### config.mk
export PLATFORM = sky130hd
export DESIGN_NAME = loopCodeDetect
export DESIGN_NICKNAME = d
export VERILOG_FILES = /design/src/rtl/loopCodePkg.sv /design/src/rtl/loopCodeDatapath.sv /design/src/rtl/loopCodeControl.sv /design/src/rtl/loopCodeDetect.sv
export SDC_FILE = /design/constraint.sdc
export NUM_CORES = 1
export LEC_CHECK = 0
export CAP_MARGIN = 20
export CORE_UTILIZATION = 55
export DETAILED_ROUTE_END_ITERATION = 10
export DONT_BUFFER_PORTS = 1
export GPL_TIMING_DRIVEN = 0
export PLACE_DENSITY = 0.74
export SLEW_MARGIN = 20
export SYNTH_ARGS = -nofsm -noshare
export SYNTH_HDL_FRONTEND = slang
export SYNTH_SLANG_ARGS = --single-unit
export TNS_END_PERCENT = 100
### constraint.sdc
create_clock -name clk -period 6.3 [get_ports clk]
set_input_delay 0.63 -clock clk [delete_from_list [all_inputs] [get_ports clk]]
set_output_delay 0.63 -clock clk [all_outputs]
set_load 0.02 [all_outputs]
### src/rtl/loopCodePkg.sv
package loopCodePkg;
  localparam int ON_PERIOD  = 5;
  localparam int OFF_PERIOD = 3;
  localparam int NUM_CODES  = 2;
  localparam int QUAL_LEN   = 1024;

  // strobes from the control to the datapath
  typedef struct packed {
    logic shiftEn;  // a payload bit is presented this cycle
    logic flush;    // clear history (alignment lost)
  } ctrlStrobe_t;
endpackage

### src/rtl/loopCodeDatapath.sv
module loopCodeDatapath
  import loopCodePkg::*;
#(
  parameter int ON_P  = ON_PERIOD,
  parameter int OFF_P = OFF_PERIOD
) (
  input  logic        clk,
  input  logic        rstN,
  input  logic        rxBit,
  input  ctrlStrobe_t strobe,
  output logic [1:0]  codeMatch
);
  localparam int HIST_W = (ON_P > OFF_P) ? ON_P : OFF_P;
  localparam int FILL_W = $clog2(HIST_W + 1);

  // hist[k-1] is the payload bit k positions before the current one
  logic [HIST_W-1:0] hist;
  logic [FILL_W-1:0] fill;

  always_ff @(posedge clk or negedge rstN) begin
    if (!rstN) begin
      hist <= '0;
      fill <= '0;
    end else if (strobe.flush) begin
      hist <= '0;
      fill <= '0;
    end else if (strobe.shiftEn) begin
      hist <= {hist[HIST_W-2:0], rxBit};
      if (fill != FILL_W'(HIST_W)) fill <= fill + 1'b1;
    end
  end

  for (genvar g = 0; g < 2; g++) begin : g_code
    localparam int P = (g == 0) ? ON_P : OFF_P;
    logic [P-1:0] window;
    logic         oneHot;
    always_comb begin
      window       = {hist[P-2:0], rxBit};
      oneHot       = ($countones(window) == 1);
      codeMatch[g] = (fill >= FILL_W'(P)) && (rxBit == hist[P-1]) && oneHot;
    end
  end
endmodule

### src/rtl/loopCodeControl.sv
module loopCodeControl
  import loopCodePkg::*;
#(
  parameter int QUAL  = QUAL_LEN,
  parameter int CODES = NUM_CODES
) (
  input  logic             clk,
  input  logic             rstN,
  input  logic             bitValid,
  input  logic             framingSlot,
  input  logic             alignValid,
  input  logic             readClr,
  input  logic [CODES-1:0] codeMatch,
  output ctrlStrobe_t      strobe,
  output logic [CODES-1:0] codeEvt
);
  localparam int CNT_W = $clog2(QUAL + 1);

  always_comb begin
    strobe.shiftEn = alignValid & bitValid & ~framingSlot;
    strobe.flush   = ~alignValid;
  end

  for (genvar g = 0; g < CODES; g++) begin : g_qual
    logic [CNT_W-1:0] runCnt;
    logic             detect;

    assign detect = strobe.shiftEn & codeMatch[g] & (runCnt == CNT_W'(QUAL - 1));

    always_ff @(posedge clk or negedge rstN) begin
      if (!rstN) begin
        runCnt <= '0;
      end else if (strobe.flush) begin
        runCnt <= '0;
      end else if (strobe.shiftEn) begin
        if (!codeMatch[g])                   runCnt <= '0;
        else if (runCnt != CNT_W'(QUAL))     runCnt <= runCnt + 1'b1;
      end
    end

    always_ff @(posedge clk or negedge rstN) begin
      if (!rstN)        codeEvt[g] <= 1'b0;
      else if (detect)  codeEvt[g] <= 1'b1;
      else if (readClr) codeEvt[g] <= 1'b0;
    end
  end
endmodule

### src/rtl/loopCodeDetect.sv
module loopCodeDetect
  import loopCodePkg::*;
#(
  parameter int ON_P  = ON_PERIOD,
  parameter int OFF_P = OFF_PERIOD,
  parameter int QUAL  = QUAL_LEN
) (
  input  logic clk,
  input  logic rstN,
  input  logic rxBit,
  input  logic bitValid,
  input  logic framingSlot,
  input  logic alignValid,
  input  logic readClr,
  output logic codeOnEvt,
  output logic codeOffEvt
);
  ctrlStrobe_t strobe;
  logic [1:0]  codeMatch;
  logic [1:0]  codeEvt;

  loopCodeControl #(.QUAL(QUAL), .CODES(2)) ctrl_i (
    .clk(clk), .rstN(rstN), .bitValid(bitValid), .framingSlot(framingSlot),
    .alignValid(alignValid), .readClr(readClr), .codeMatch(codeMatch),
    .strobe(strobe), .codeEvt(codeEvt)
  );

  loopCodeDatapath #(.ON_P(ON_P), .OFF_P(OFF_P)) dp_i (
    .clk(clk), .rstN(rstN), .rxBit(rxBit), .strobe(strobe), .codeMatch(codeMatch)
  );

  assign codeOnEvt  = codeEvt[0];
  assign codeOffEvt = codeEvt[1];
endmodule

# After elaboration in Yosys (flattened, before gate mapping)
# Cells that the tools add are included.
[word_totals]
regBits = 32
inputBits = 7
out_inout_bits = 2
wordCells = 61
[op_classes]
add_sub_neg = 8
magnitude_cmp = 2
eq_ne = 13
muxes = 16
n_bitwise = 7
n_reduce_logical = 9
[ops]
columns = ["op", "count"]
rows = [
  ["11-bit 2-to-1 mux", 8],
  ["32-bit by 1-bit adder with 32-bit output", 2],
  ["32-bit by 2-bit == test with 1-bit output, second input constant", 2],
  ["32-bit adder", 1],
  ["11-bit by 1-bit adder with 11-bit output, second input constant", 2],
  ["11-bit by 10-bit == test with 1-bit output, second input constant", 2],
  ["11-bit != test, second input constant", 2],
  ["5-bit 2-to-1 mux", 2],
  ["3-bit 2-to-1 mux", 3],
  ["3-bit != test, second input constant", 3],
  ["1-bit AND", 6],
  ["2-bit AND reduction", 3],
  ["1-bit by 1-bit adder with 2-bit output", 2],
  ["1-bit logical AND", 4],
  ["2-bit by 1-bit != test with 1-bit output, second input constant", 2],
  ["2-bit nonzero test", 2],
  ["3-bit by 1-bit adder with 3-bit output, second input constant", 1],
  ["3-bit by 2-bit >= comparator with 1-bit output, second input constant", 1],
  ["3-bit >= comparator, second input constant", 1],
  ["1-bit 2-to-1 mux", 3],
  ["1-bit == test", 2],
  ["1-bit inverter", 1],
]

# Longest topological paths before layout
# Gate-level depths: netlist (run 1).
[depth]
ltp_word = 8
ltp_mapped = 8
mapped_depth_nobuf = 8

# By module
# From an unflattened synthesis (run 1), not the netlist that was laid out.
[unflattened]
cells_unflattened = 212
hier_area_um2 = 2005.7
[by_module_without_submodules]
columns = ["mod", "instances", "cells_per_inst", "area_each_um2", "seq_area_each_um2"]
rows = [
  ["loopCodeControl", 1, 156, 1413.9, 600.6],
  ["loopCodeDatapath", 1, 56, 591.8, 200.2],
]

# Least setup slack after synthesis (run 1)
# OpenSTA, ideal clock, no wires.
[synth_timing]
path_kind = "input port to flip-flop"
startpoint = "in rxBit"
endpoint = "reg ctrl_i.g_qual[1].runCnt[1]"
setup_ns = 0.123
t_arrival_ns = 2.413
t_required_ns = 6.177
path_slack_ns = 3.765
path_stages = 8
path_buffers = 1
cell_sequence = "ha_1 -> ha_1 -> ha_1 -> or3b_4 -> or3_1 -> o21a_1 -> buf_6 -> mux2i_1"
[synth_via]
elab_chain_len = 7
elab_cells_between_ends = 11
cone_classes = "add/sub: 2; eq/ne: 3; mux: 3; reduce/logical: 3"
[synth_rtl]
columns = ["element", "line_no", "rtl"]
rows = [
  ["start, declared", "loopCodeDetect.sv:10", "input logic rxBit,"],
  ["1-bit by 1-bit adder with 2-bit output (implied by the code)", "loopCodeDatapath.sv:39", "oneHot = ($countones(window) == 1);"],
  ["32-bit by 1-bit adder with 32-bit output (implied by the code)", "loopCodeDatapath.sv:39", ""],
  ["32-bit by 2-bit == test with 1-bit output", "loopCodeDatapath.sv:39", ""],
  ["1-bit logical AND *", "loopCodeDatapath.sv:40", "codeMatch[g] = (fill >= FILL_W'(P)) && (rxBit == hist[P-1]) && oneHot;"],
  ["11-bit 2-to-1 mux", "loopCodeControl.sv:36", "if (!codeMatch[g]) runCnt <= '0;"],
  ["11-bit 2-to-1 mux", "loopCodeControl.sv:35", "end else if (strobe.shiftEn) begin"],
  ["11-bit 2-to-1 mux", "loopCodeControl.sv:33", "end else if (strobe.flush) begin"],
  ["end signal, assigned", "loopCodeControl.sv:37", "else if (runCnt != CNT_W'(QUAL)) runCnt <= runCnt + 1'b1;"],
  ["end, declared", "loopCodeControl.sv:25", "logic [CNT_W-1:0] runCnt;"],
]
# Every way passes the cells marked *; elsewhere a longest branch is shown, timed or not. The select of a mux whose other input is x is not followed.
# A chain may end at the register's enable or synchronous reset.

# Final worst setup path (run 1)
[layout_timing]
startpoint = "reg dp_i.hist[0]"
endpoint = "reg ctrl_i.g_qual[1].runCnt[8]"
[layout_via]
elab_chain_len = 7
elab_cells_between_ends = 9
cone_classes = "add/sub: 2; eq/ne: 2; mux: 3; reduce/logical: 2"
[layout_rtl]
columns = ["element", "line_no", "rtl"]
rows = [
  ["start, declared", "loopCodeDatapath.sv:17", "logic [HIST_W-1:0] hist;"],
  ["start signal, assigned", "loopCodeDatapath.sv:28", "hist <= {hist[HIST_W-2:0], rxBit};"],
  ["1-bit by 1-bit adder with 2-bit output (implied by the code) *", "loopCodeDatapath.sv:39", ""],
  ["32-bit by 1-bit adder with 32-bit output (implied by the code) *", "loopCodeDatapath.sv:39", ""],
  ["32-bit by 2-bit == test with 1-bit output *", "loopCodeDatapath.sv:39", ""],
  ["1-bit logical AND *", "loopCodeDatapath.sv:40", ""],
  ["11-bit 2-to-1 mux", "loopCodeControl.sv:36", ""],
  ["11-bit 2-to-1 mux", "loopCodeControl.sv:35", ""],
  ["11-bit 2-to-1 mux", "loopCodeControl.sv:33", ""],
]
# Marks and branches as above.

==> results.py, run 1 <==
metrics = {
    "clocking": {
        "clkSinkCount": 32,
        "cts_resized": 0,
        "htree_levels": 2,
        "cts_buffers": 5,
        "holdBufCountCts": 1,
        "post_cts_buffers": 0,
        "cts_tree": "done",
        "insertion_delay_ps": 340,
        "root_buffer": "clkbuf_4",
        "cts_max_path_buffers": 2,
        "clk_pin_slew_worst_paths_ps": 110,
    },
    "sta": {
        "fin_setup_tns_ps": 0,
        "clock_skew_ps": 10.8,
        "fmax_mhz": 381,
        "period_share": 0.417,
        "finalCriticalPeriod_ps": 2630,
        "rsz0062_at_grt": "no",
        "hold_ws_ps": 91.5,
        "final_hold_viol_count": 0,
        "setup_viol": 0,
        "tightestPinTransition_ps": 856,
        "maxSlewHeadroom": 0.424,
        "slew_violations": 0,
    },
    "worst_setup_path": {
        "cp-start-kind": "register",
        "reg2reg_to": "ctrl_i.g_qual[1].runCnt[8]",
        "endpoint_kind": "register",
        "cp_max_fo": 9,
        "reg2regPathDepth": 7,
        "rrSetupSlack_ps": 3670,
        "crit_type": "register to register",
        "worstPathRequired_ps": 6560,
        "critical_path_arrival_ps": 2890,
        "r2r-start": "dp_i.hist[0]",
    },
    "job": {
        "max-cap-violations": 0,
    },
    "routing": {
        "wl_mm": 4.23,
        "detail_route.first_pass.iterations": 5,
        "ant_nets": 0,
        "wl_per_cell_um": 15.7,
        "num_vias": 1706,
        "viasPerCell": 6.34,
        "drt_iter0_markers": 120,
        "drc": 0,
    },
    "placed_design": {
        "io_buffers": 0,
        "placed_cells": 260,
        "place_congestion": 0.853,
        "hpwl_mm": 2.99,
    },
    "cells_and_area": {
        "num-nets-final": 243,
        "fin_util": 0.621,
        "drive_gt1_frac": 0.0762,
        "diodes": 0,
        "fin_cells": 269,
        "area.growth.synth_to_final_pct": 7.13,
    },
    "power": {
        "irDropWorstVdd_mv": 0.0910,
        "power_uw": 362,
        "power_density_nw_per_um2": 173,
        "p_leak_uw": 0.000851,
    },
    "global_route": {
        "grt_pass1_wl_mm": 6.60,
        "grt_pass1_vias": 1463,
        "grt_start_max_net_pins": 33,
        "gr-usage-all-layers": 0.244,
        "antenna_found_initial": 0,
        "grt-ovfl-total": 0,
    },
    "floorplanning": {
        "ios": 9,
        "dieArea_um2": 3780,
        "die_w_um": 61.5,
        "die_y_um": 61.5,
        "row_count": 21,
        "core-area_um2": 3360,
        "initial_utilization": 0.579,
    },
    "synthesis": {
        "synthCells": 214,
        "syn_avg_cell_area_um2": 9.10,
        "syn_nets": 235,
        "synth_area_um2": 1950,
        "synth.distinct_cells": 44,
        "synth_ff_type": "dfrtp_1",
        "ys.warnings.count": 0,
        "yosysSeqAreaShare": 0.411,
        "synth-seq-cells": 32,
        "synth_edf_count": 0,
        "async_flop_share": 1.00,
    },
    "worst_hold_path": {
        "hold_class": "input port to asynchronous set/reset pin",
    },
    "outcome": {
        "status": "finished, final reports clean",
    },
}
## area by class of cell
type	instances	area, µm²
fillers	302	1280
multi-input cells	159	1050
flip-flops and latches	32	801
inverters	17	63.8
well taps	46	57.6
clock buffers	6	51.3
plain buffers	6	31.3
repair buffers	1	20.0
clock inverters	2	10.0
## cell families (layout without fill, tap and decap cells)
| group | after synthesis | in the layout | share of synthesized area |
|---|---|---|---|
| and+or+nand+nor | 87 | 87 | 0.234 |
| AOI/OAI and AO/OA | 50 | 50 | 0.166 |
| DFF | 32 | 32 | 0.411 |
| buffers and inverters | 23 | 32 | 0.0488 |
| adders and majority gates | 14 | 14 | 0.101 |
| xor gates and xnor gates | 5 | 5 | 0.0225 |
| muxes | 3 | 3 | 0.0154 |
## flip-flops by register name, indices dropped and copies added (netlist names)
name                  flops
ctrl_i.codeEvt            2
dp_i.hist                 5
dp_i.fill                 3
ctrl_i.g_qual.runCnt     22
## worst max-delay path: stages, from the launching register on
cell	delay [ps]
dfrtp_1	420
ha_1	330
ha_1	200
ha_1	180
or3b_4	400
nor4_2	650
a31oi_1	190
a31oi_1	190
## Yosys cell counts, types with 3 or more instances
| master | count | area (µm²) |
|---|---|---|
| fa_1 | 3 | 60.1 |
| xnor2_1 | 3 | 26.3 |
| nand2_1 | 31 | 116 |
| nor4_1 | 6 | 37.5 |
| inv_1 | 17 | 63.8 |
| nor2_1 | 8 | 30.0 |
| nor3_1 | 4 | 20.0 |
| nand4_1 | 4 | 25.0 |
| clkbuf_1 | 3 | 11.3 |
| mux2i_1 | 3 | 30.0 |
| dfrtp_1 | 32 | 801 |
| nand2b_1 | 3 | 18.8 |
| o21ai_0 | 9 | 45.0 |
| a31oi_1 | 19 | 119 |
| nand3_1 | 14 | 70.1 |
| ha_1 | 11 | 138 |
| o22ai_1 | 4 | 25.0 |
| a21oi_1 | 4 | 20.0 |
| and3_1 | 3 | 18.8 |
## through the flow
step                      area [µm²]  worst slack [ps]
after floorplan                 1950              3760
after global placement          2010              3560
after detailed placement        2010              3480
after CTS                       2090              3680
after global routing            2090              3500
final                           2090              3670
## cell usage in the layout (no fill, tap or decap), types with 3 or more instances in the layout
| cell | Yosys | layout |
|---|---|---|
| o22ai_1 | 4 | 4 |
| nor4_1 | 6 | 6 |
| inv_1 | 17 | 17 |
| nor2_1 | 8 | 8 |
| and3_1 | 3 | 3 |
| a21oi_1 | 4 | 4 |
| clkbuf_4 | 0 | 5 |
| xnor2_1 | 3 | 3 |
| fa_1 | 3 | 3 |
| nand2b_1 | 3 | 3 |
| nor3_1 | 4 | 4 |
| nand3_1 | 14 | 14 |
| mux2i_1 | 3 | 3 |
| dfrtp_1 | 32 | 32 |
| nand2_1 | 31 | 31 |
| a31oi_1 | 19 | 19 |
| o21ai_0 | 9 | 9 |
| clkbuf_1 | 3 | 3 |
| nand4_1 | 4 | 4 |
| ha_1 | 11 | 11 |
## power by group
| group | switching (µW) | internal (µW) | total (µW) |
|---|---|---|---|
| Clock | 72.7 | 53.0 | 126 |
| Sequential | 1.96 | 207 | 209 |
| Combinational | 18.3 | 9.42 | 27.7 |
## worst max path at each step
stage	from	endpoint	slack, ps
CTS	dp_i.hist[1]	ctrl_i.g_qual[0].runCnt[10]	3680
floorplan	rxBit	ctrl_i.g_qual[1].runCnt[1]	3760
finish	dp_i.hist[0]	ctrl_i.g_qual[1].runCnt[8]	3670
global placement	rxBit	ctrl_i.g_qual[0].runCnt[10]	3560
detailed placement	rxBit	ctrl_i.g_qual[1].runCnt[8]	3480
global route	dp_i.hist[0]	ctrl_i.g_qual[1].runCnt[3]	3500
## layer usage
metal | vias to the layer above | track usage | part of all wire | wire [µm]
met2 | 77 | 0.404 | 0.48 | 2020
met1 | 817 | 0.305 | 0.44 | 1860
met3 | 9 | 0.0693 | 0.063 | 265
li1 | 803 | - | - | -
met4 | 0 | 0.0857 | 0.020 | 85
met5 | - | 0 | 0 | 0
Note: power is estimated with default switching activity, not from simulation.
==> inputs of run 2 (changes only) <==
==> constraint.sdc (replaced) <==
create_clock -name clk -period 2.6 [get_ports clk]
set_input_delay 0.26 -clock clk [delete_from_list [all_inputs] [get_ports clk]]
set_output_delay 0.26 -clock clk [all_outputs]
set_load 0.02 [all_outputs]
==> run 2 against run 1 <==
  * Worst hold slack worse by 73 ps
  * Power up 140%
  * Combinational power rose to 2.7 times the previous value
  * Setup slack worse by 3600 ps
  * Flip-flop and latch count unchanged
  * Clock power up 140%
  * Critical endpoint is now ctrl_i.g_qual[1].runCnt[4]
  * Largest power group unchanged
==> results.py, run 2 (synthesized netlist as in run 1, its figures left out) <==
metrics = {
    "routing": {
        "viasPerCell": 6.18,
        "drc": 0,
        "wl_per_cell_um": 15.6,
        "ant_nets": 0,
        "num_vias": 1681,
        "detail_route.first_pass.iterations": 4,
        "drt_iter0_markers": 224,
        "wl_mm": 4.24,
    },
    "sta": {
        "fmax_mhz": 399,
        "tightestPinTransition_ps": 676,
        "clock_skew_ps": 9.06,
        "setup_viol": 0,
        "period_share": 0.965,
        "finalCriticalPeriod_ps": 2510,
        "final_hold_viol_count": 0,
        "slew_violations": 0,
        "maxSlewHeadroom": 0.547,
        "fin_setup_tns_ps": 0,
    },
    "clocking": {
        "cts_buffers": 5,
        "clk_pin_slew_worst_paths_ps": 100,
        "root_buffer": "clkbuf_4",
        "cts_max_path_buffers": 2,
        "htree_levels": 2,
        "clkSinkCount": 32,
        "insertion_delay_ps": 340,
        "cts_tree": "done",
    },
    "cells_and_area": {
        "drive_gt1_frac": 0.0929,
        "layout_common_cells": "dfrtp_1, nand2_1, a31oi_1, inv_1, nand3_1",
        "max_flop_register": "ctrl_i.g_qual.runCnt",
        "reg_top3": "ctrl_i.g_qual.runCnt x22, dp_i.hist x5, dp_i.fill x3",
        "area.growth.synth_to_final_pct": 10.4,
        "largest_register_ffs": 22,
        "final_common_cell": "dfrtp_1",
        "diodes": 0,
        "fillCellCount": 295,
        "num-nets-final": 246,
    },
    "power": {
        "p_switching_uw": 229,
        "power_uw": 883,
        "power_frac_comb": 0.084,
        "pwr-share-clk": 0.343,
        "power_density_nw_per_um2": 410,
        "irDropWorstVdd_mv": 0.220,
        "p_leak_uw": 0.000879,
        "pwr-share-seq": 0.573,
        "power_switching_share": 0.260,
        "internal_power_uw": 653,
    },
    "worst_setup_path": {
        "critical_path_arrival_ps": 2760,
        "worstPathRequired_ps": 2860,
        "cp_slowest_cell": "dfrtp_1",
        "path_cells": "ha_1 > ha_1 > ha_1 > or3b_4 > or3_1 > o21a_1 > buf_6 > a31oi_1",
        "critPathTopFamily": "simple AND/OR/NAND/NOR gates",
        "cp_max_fo": 10,
        "endpoint_kind": "register",
        "crit_top_cell": "ha_1",
        "rrSetupSlack_ps": 90,
        "critPathBufInv": 1,
        "critPathMaxStageDelay_ps": 410,
        "crit_type": "register to register",
        "cp-start-kind": "register",
    },
    "global_route": {
        "grt_start_max_net_pins": 33,
        "antenna_found_initial": 0,
        "grt_pass1_vias": 1480,
        "gr-usage-all-layers": 0.249,
        "grt-ovfl-total": 0,
        "grt_pass1_wl_mm": 6.72,
    },
    "floorplanning": {
        "die_y_um": 61.5,
        "row_count": 21,
        "ios": 9,
        "core-area_um2": 3360,
        "die_w_um": 61.5,
        "initial_utilization": 0.579,
        "dieArea_um2": 3780,
    },
    "placed_design": {
        "place_congestion": 0.853,
        "hpwl_mm": 2.99,
        "io_buffers": 0,
    },
    "worst_hold_path": {
        "hold_class": "input port to register",
    },
    "outcome": {
        "status": "finished, final reports clean",
    },
    "job": {
        "max-cap-violations": 0,
    },
}
## run 2: cell types whose count changed in the layout (fill, tap and decap cells not counted)
cell / previous run / this run
nor4_1: 6 / 5
nor3_2: 1 / 0
nor4_4: 0 / 2
nor4_2: 2 / 1
nor3_4: 0 / 1
a31oi_2: 0 / 1
buf_4: 0 / 3
a31oi_1: 19 / 18
dlygate4sd3_1: 0 / 1
buf_2: 1 / 0
## run 2: worst paths after layout
check	from	to	cells after the start
max	dp_i.hist[0]	ctrl_i.g_qual[1].runCnt[4]	8
max reg2reg	dp_i.hist[0]	ctrl_i.g_qual[1].runCnt[4]	8
max in group asynchronous	rstN	ctrl_i.g_qual[0].runCnt[8]	2
min	readClr	ctrl_i.codeEvt[1]	1
min reg2reg	ctrl_i.g_qual[1].runCnt[10]	ctrl_i.codeEvt[1]	1
min in group asynchronous	rstN	ctrl_i.g_qual[0].runCnt[3]	2
## run 2: cell type report
| type | count | area [µm²] | area share |
|---|---|---|---|
| Multi-Input combinational cell | 159 | 1090 | 0.506 |
| Sequential cell | 32 | 801 | 0.372 |
| Inverter | 17 | 63.8 | 0.0297 |
| Tap cell | 46 | 57.6 | 0.0268 |
| Clock buffer | 6 | 51.3 | 0.0239 |
| Timing Repair Buffer | 4 | 45.0 | 0.0209 |
| Buffer | 6 | 33.8 | 0.0157 |
| Clock inverter | 2 | 10.0 | 0.00465 |
## run 2: power by group through the flow
stage	Sequential, µW	Combinational, µW	Clock [µW]
after floorplan	514	42.4	0
after CTS	505	74.5	313
after detailed placement	515	54.7	0
final	505	74.2	303
after global placement	515	51.1	0
after global routing	506	84.6	331
## run 2: through the flow
stage / setup WS [ps] / std cells / hold WS [ps] / area (µm²) / utilization
2_1_floorplan: 309 / 214 / -35.6 / 1950 / -
3_3_place_gp: 81.0 / 260 / -34.8 / 2010 / 0.596
3_5_place_dp: 22.2 / 260 / -34.8 / 2010 / 0.596
4_1_cts: 42.5 / 270 / 4.40 / 2120 / 0.631
5_1_grt: -19.6 / 272 / 4.99 / 2150 / 0.640
6_report: 91.7 / 272 / 18.2 / 2150 / 0.640
## run 2: timing repair
action                     in CTS  in global routing
pin swaps                       0                  3
gates resized for setup         3                  3
hold buffers                    2                  0
setup endpoints to repair       3                  9
setup buffers                   0                  2
hold endpoints to repair       32                  0
## run 2: metal layers
layer  share of wire  vias to the layer above  GRT usage
li1                -                      809          -
met1            0.46                      807      0.318
met2            0.47                       57      0.396
met3           0.056                        8     0.0798
met4           0.019                        0     0.0921
met5               0                        -          0
==> inputs of run 3 (changes only) <==
--- a/config.mk
+++ b/config.mk
@@ -5,12 +5,14 @@
 export SDC_FILE = /design/constraint.sdc
 export NUM_CORES = 1
 export LEC_CHECK = 0
+export ABC_AREA = 1
 export CAP_MARGIN = 20
 export CORE_UTILIZATION = 55
 export DETAILED_ROUTE_END_ITERATION = 10
 export DONT_BUFFER_PORTS = 1
 export GPL_TIMING_DRIVEN = 0
 export PLACE_DENSITY = 0.74
+export RECOVER_POWER = 50
 export SLEW_MARGIN = 20
 export SYNTH_ARGS = -nofsm -noshare
 export SYNTH_HDL_FRONTEND = slang
==> run 3 against run 2 <==
  * The flow now finishes with violations (max-capacitance violations, max-slew violations)
  * Routed wire length grew 10%
  * Utilization grew 0.21 points
  * Sequential share of layout area shrank 4.4 points
  * Via count grew 19%
  * Register-to-register slack gained 110 ps
  * Maximum frequency grew 4.6%
  * Cell count grew 34%
  * First-iteration DRC count shrank 28%
  * Power grew 13%
  * Die area grew 16%
  * Critical endpoint is now ctrl_i.g_qual[0].runCnt[10]
  * Largest power group unchanged
  * Highest routed layer unchanged
==> results.py, run 3 <==
metrics = {
    "outcome": {
        "status": "complete, but fails checks",
        "violations": "max-capacitance violations, max-slew violations",
    },
    "worst_setup_path": {
        "path_cells": "ha_1 > fa_1 > inv_1 > fa_1 > nand3_1 > nor2_2 > nand2_4 > nor2_1 > nor2_2 > nand3_1 > nand2_1",
        "cp_slowest_cell": "fa_1",
        "cp-start-kind": "register",
        "critPathTopFamily": "adder cells",
        "critical_path_arrival_ps": 2620,
        "critPathBufInv": 1,
        "cp_max_fo": 7,
        "crit_type": "register to register",
        "critPathMaxStageDelay_ps": 410,
        "worstPathRequired_ps": 2830,
        "endpoint_kind": "register",
    },
    "worst_hold_path": {
        "hold_class": "input port to register",
    },
    "synthesis": {
        "synth_top_area_share": 0.354,
        "syn_nets": 327,
        "synth_area_leader_cell": "dfrtp_1",
        "synthCells": 306,
        "async_flop_share": 1.00,
        "synth.distinct_cells": 27,
        "synth_area_um2": 2260,
        "synth.area.top_cells": "dfrtp_1, nand2_1, inv_1",
        "synth_edf_count": 0,
        "synth_common_cells": "nand2_1, inv_1, dfrtp_1, nand3_1, nor2_1",
        "synth.most_common_cell": "nand2_1",
        "syn_avg_cell_area_um2": 7.39,
        "synth_ff_type": "dfrtp_1",
        "synth-seq-cells": 32,
        "ys.warnings.count": 0,
        "yosysSeqAreaShare": 0.354,
    },
    "routing": {
        "detail_route.first_pass.iterations": 4,
        "wl_mm": 4.68,
        "drt_iter0_markers": 162,
        "num_vias": 1996,
        "ant_nets": 0,
        "drc": 0,
        "wl_per_cell_um": 12.9,
        "viasPerCell": 5.48,
    },
    "clocking": {
        "htree_levels": 2,
        "insertion_delay_ps": 290,
        "clkSinkCount": 32,
        "post_cts_buffers": 0,
        "root_buffer": "clkbuf_8",
        "cts_tree": "done",
        "clk_pin_slew_worst_paths_ps": 70,
        "cts_buffers": 5,
        "cts_max_path_buffers": 2,
    },
    "global_route": {
        "grt_pass1_wl_mm": 7.98,
        "grt_pass1_vias": 1785,
        "grt-ovfl-total": 0,
        "grt_start_max_net_pins": 33,
        "gr-usage-all-layers": 0.246,
        "antenna_found_initial": 0,
    },
    "sta": {
        "clock_skew_ps": 5.47,
        "fin_setup_tns_ps": 0,
        "final_hold_viol_count": 0,
        "slew_violations": 33,
        "setup_viol": 0,
        "finalCriticalPeriod_ps": 2400,
        "tightestPinTransition_ps": 1740,
        "fmax_mhz": 417,
        "period_share": 0.922,
        "rsz0062_at_grt": "no",
        "maxSlewHeadroom": -0.161,
    },
    "cells_and_area": {
        "diodes": 0,
        "drive_gt1_frac": 0.108,
        "final_common_cell": "nand2_1",
        "area.growth.synth_to_final_pct": 7.80,
        "largest_register_ffs": 22,
        "max_flop_register": "ctrl_i.g_qual.runCnt",
        "layout_common_cells": "nand2_1, inv_1, dfrtp_1, nor2_1, nand3_1",
        "reg_top3": "ctrl_i.g_qual.runCnt x22, dp_i.hist x5, dp_i.fill x3",
        "num-nets-final": 336,
    },
    "floorplanning": {
        "row_count": 22,
        "die_w_um": 66.1,
        "initial_utilization": 0.595,
        "dieArea_um2": 4370,
        "die_y_um": 66.1,
        "core-area_um2": 3800,
        "ios": 9,
    },
    "power": {
        "irDropWorstVdd_mv": 0.290,
        "power_density_nw_per_um2": 408,
        "power_uw": 994,
        "p_leak_uw": 0.00117,
    },
    "placed_design": {
        "place_congestion": 0.895,
        "io_buffers": 0,
        "hpwl_mm": 3.43,
    },
    "job": {
        "max-cap-violations": 1,
    },
}
[run 3: through the flow]
step,util,std cells,setup slack (ps),hold WS [ps],area [µm²]
floorplan,-,306,356,-35.6,2260
global placement,0.611,354,102,-34.8,2320
detailed placement,0.611,354,37.4,-34.8,2320
CTS,0.643,364,22.6,71.5,2440
global route,0.642,364,35.3,72.7,2440
finish,0.642,364,203,78.4,2440
[run 3: metal layers]
layer	vias up	track usage	part of all wire
li1	1007	-	-
met1	931	0.340	0.47
met2	52	0.376	0.45
met3	6	0.0569	0.064
met4	0	0.0878	0.013
met5	-	0	0
[run 3: worst paths after layout]
| path | start | to | slack, ps | cells after the start |
|---|---|---|---|---|
| min in group asynchronous | rstN | ctrl_i.g_qual[1].runCnt[6] | 980 | 2 |
| worst max-delay path | dp_i.hist[0] | ctrl_i.g_qual[0].runCnt[10] | 200 | 11 |
| worst max register to register | dp_i.hist[0] | ctrl_i.g_qual[0].runCnt[10] | 200 | 11 |
| max in group asynchronous | rstN | dp_i.hist[0] | 610 | 2 |
| worst min-delay path | readClr | ctrl_i.codeEvt[0] | 80 | 1 |
| worst min register to register | ctrl_i.g_qual[1].runCnt[10] | ctrl_i.g_qual[1].runCnt[10] | 510 | 2 |
[run 3: logic make-up after synthesis]
kind of cell | count (synthesis) | share of synthesized area
adder cells (fa/ha/maj) | 14 | 0.0874
flip-flops | 32 | 0.354
XOR/XNOR | 4 | 0.0155
buffers and inverters | 52 | 0.102
AO/OA/AOI/OAI | 29 | 0.0758
AND/OR/NAND/NOR | 175 | 0.365
[run 3: where the power goes]
| part | internal (µW) | leakage [µW] | switching (µW) |
|---|---|---|---|
| Combinational | 27.6 | 0.000680 | 61.3 |
| Clock | 216 | 0.0000455 | 184 |
| Sequential | 501 | 0.000446 | 4.03 |
[run 3: final cells by class]
type | instances | area (µm²)
plain buffers | 5 | 48.8
clock buffers | 8 | 90.1
fillers | 331 | 1360
inverters | 47 | 181
multi-input cells | 222 | 1240
flip-flops and latches | 32 | 801
well taps | 48 | 60.1
repair buffers | 2 | 13.8
[run 3: timing repair]
item / 4_1_cts / 5_1_grt
setup endpoints to repair: 0 / 4
hold buffers: 2 / 0
gates resized for setup: 0 / 3
hold endpoints to repair: 32 / 0
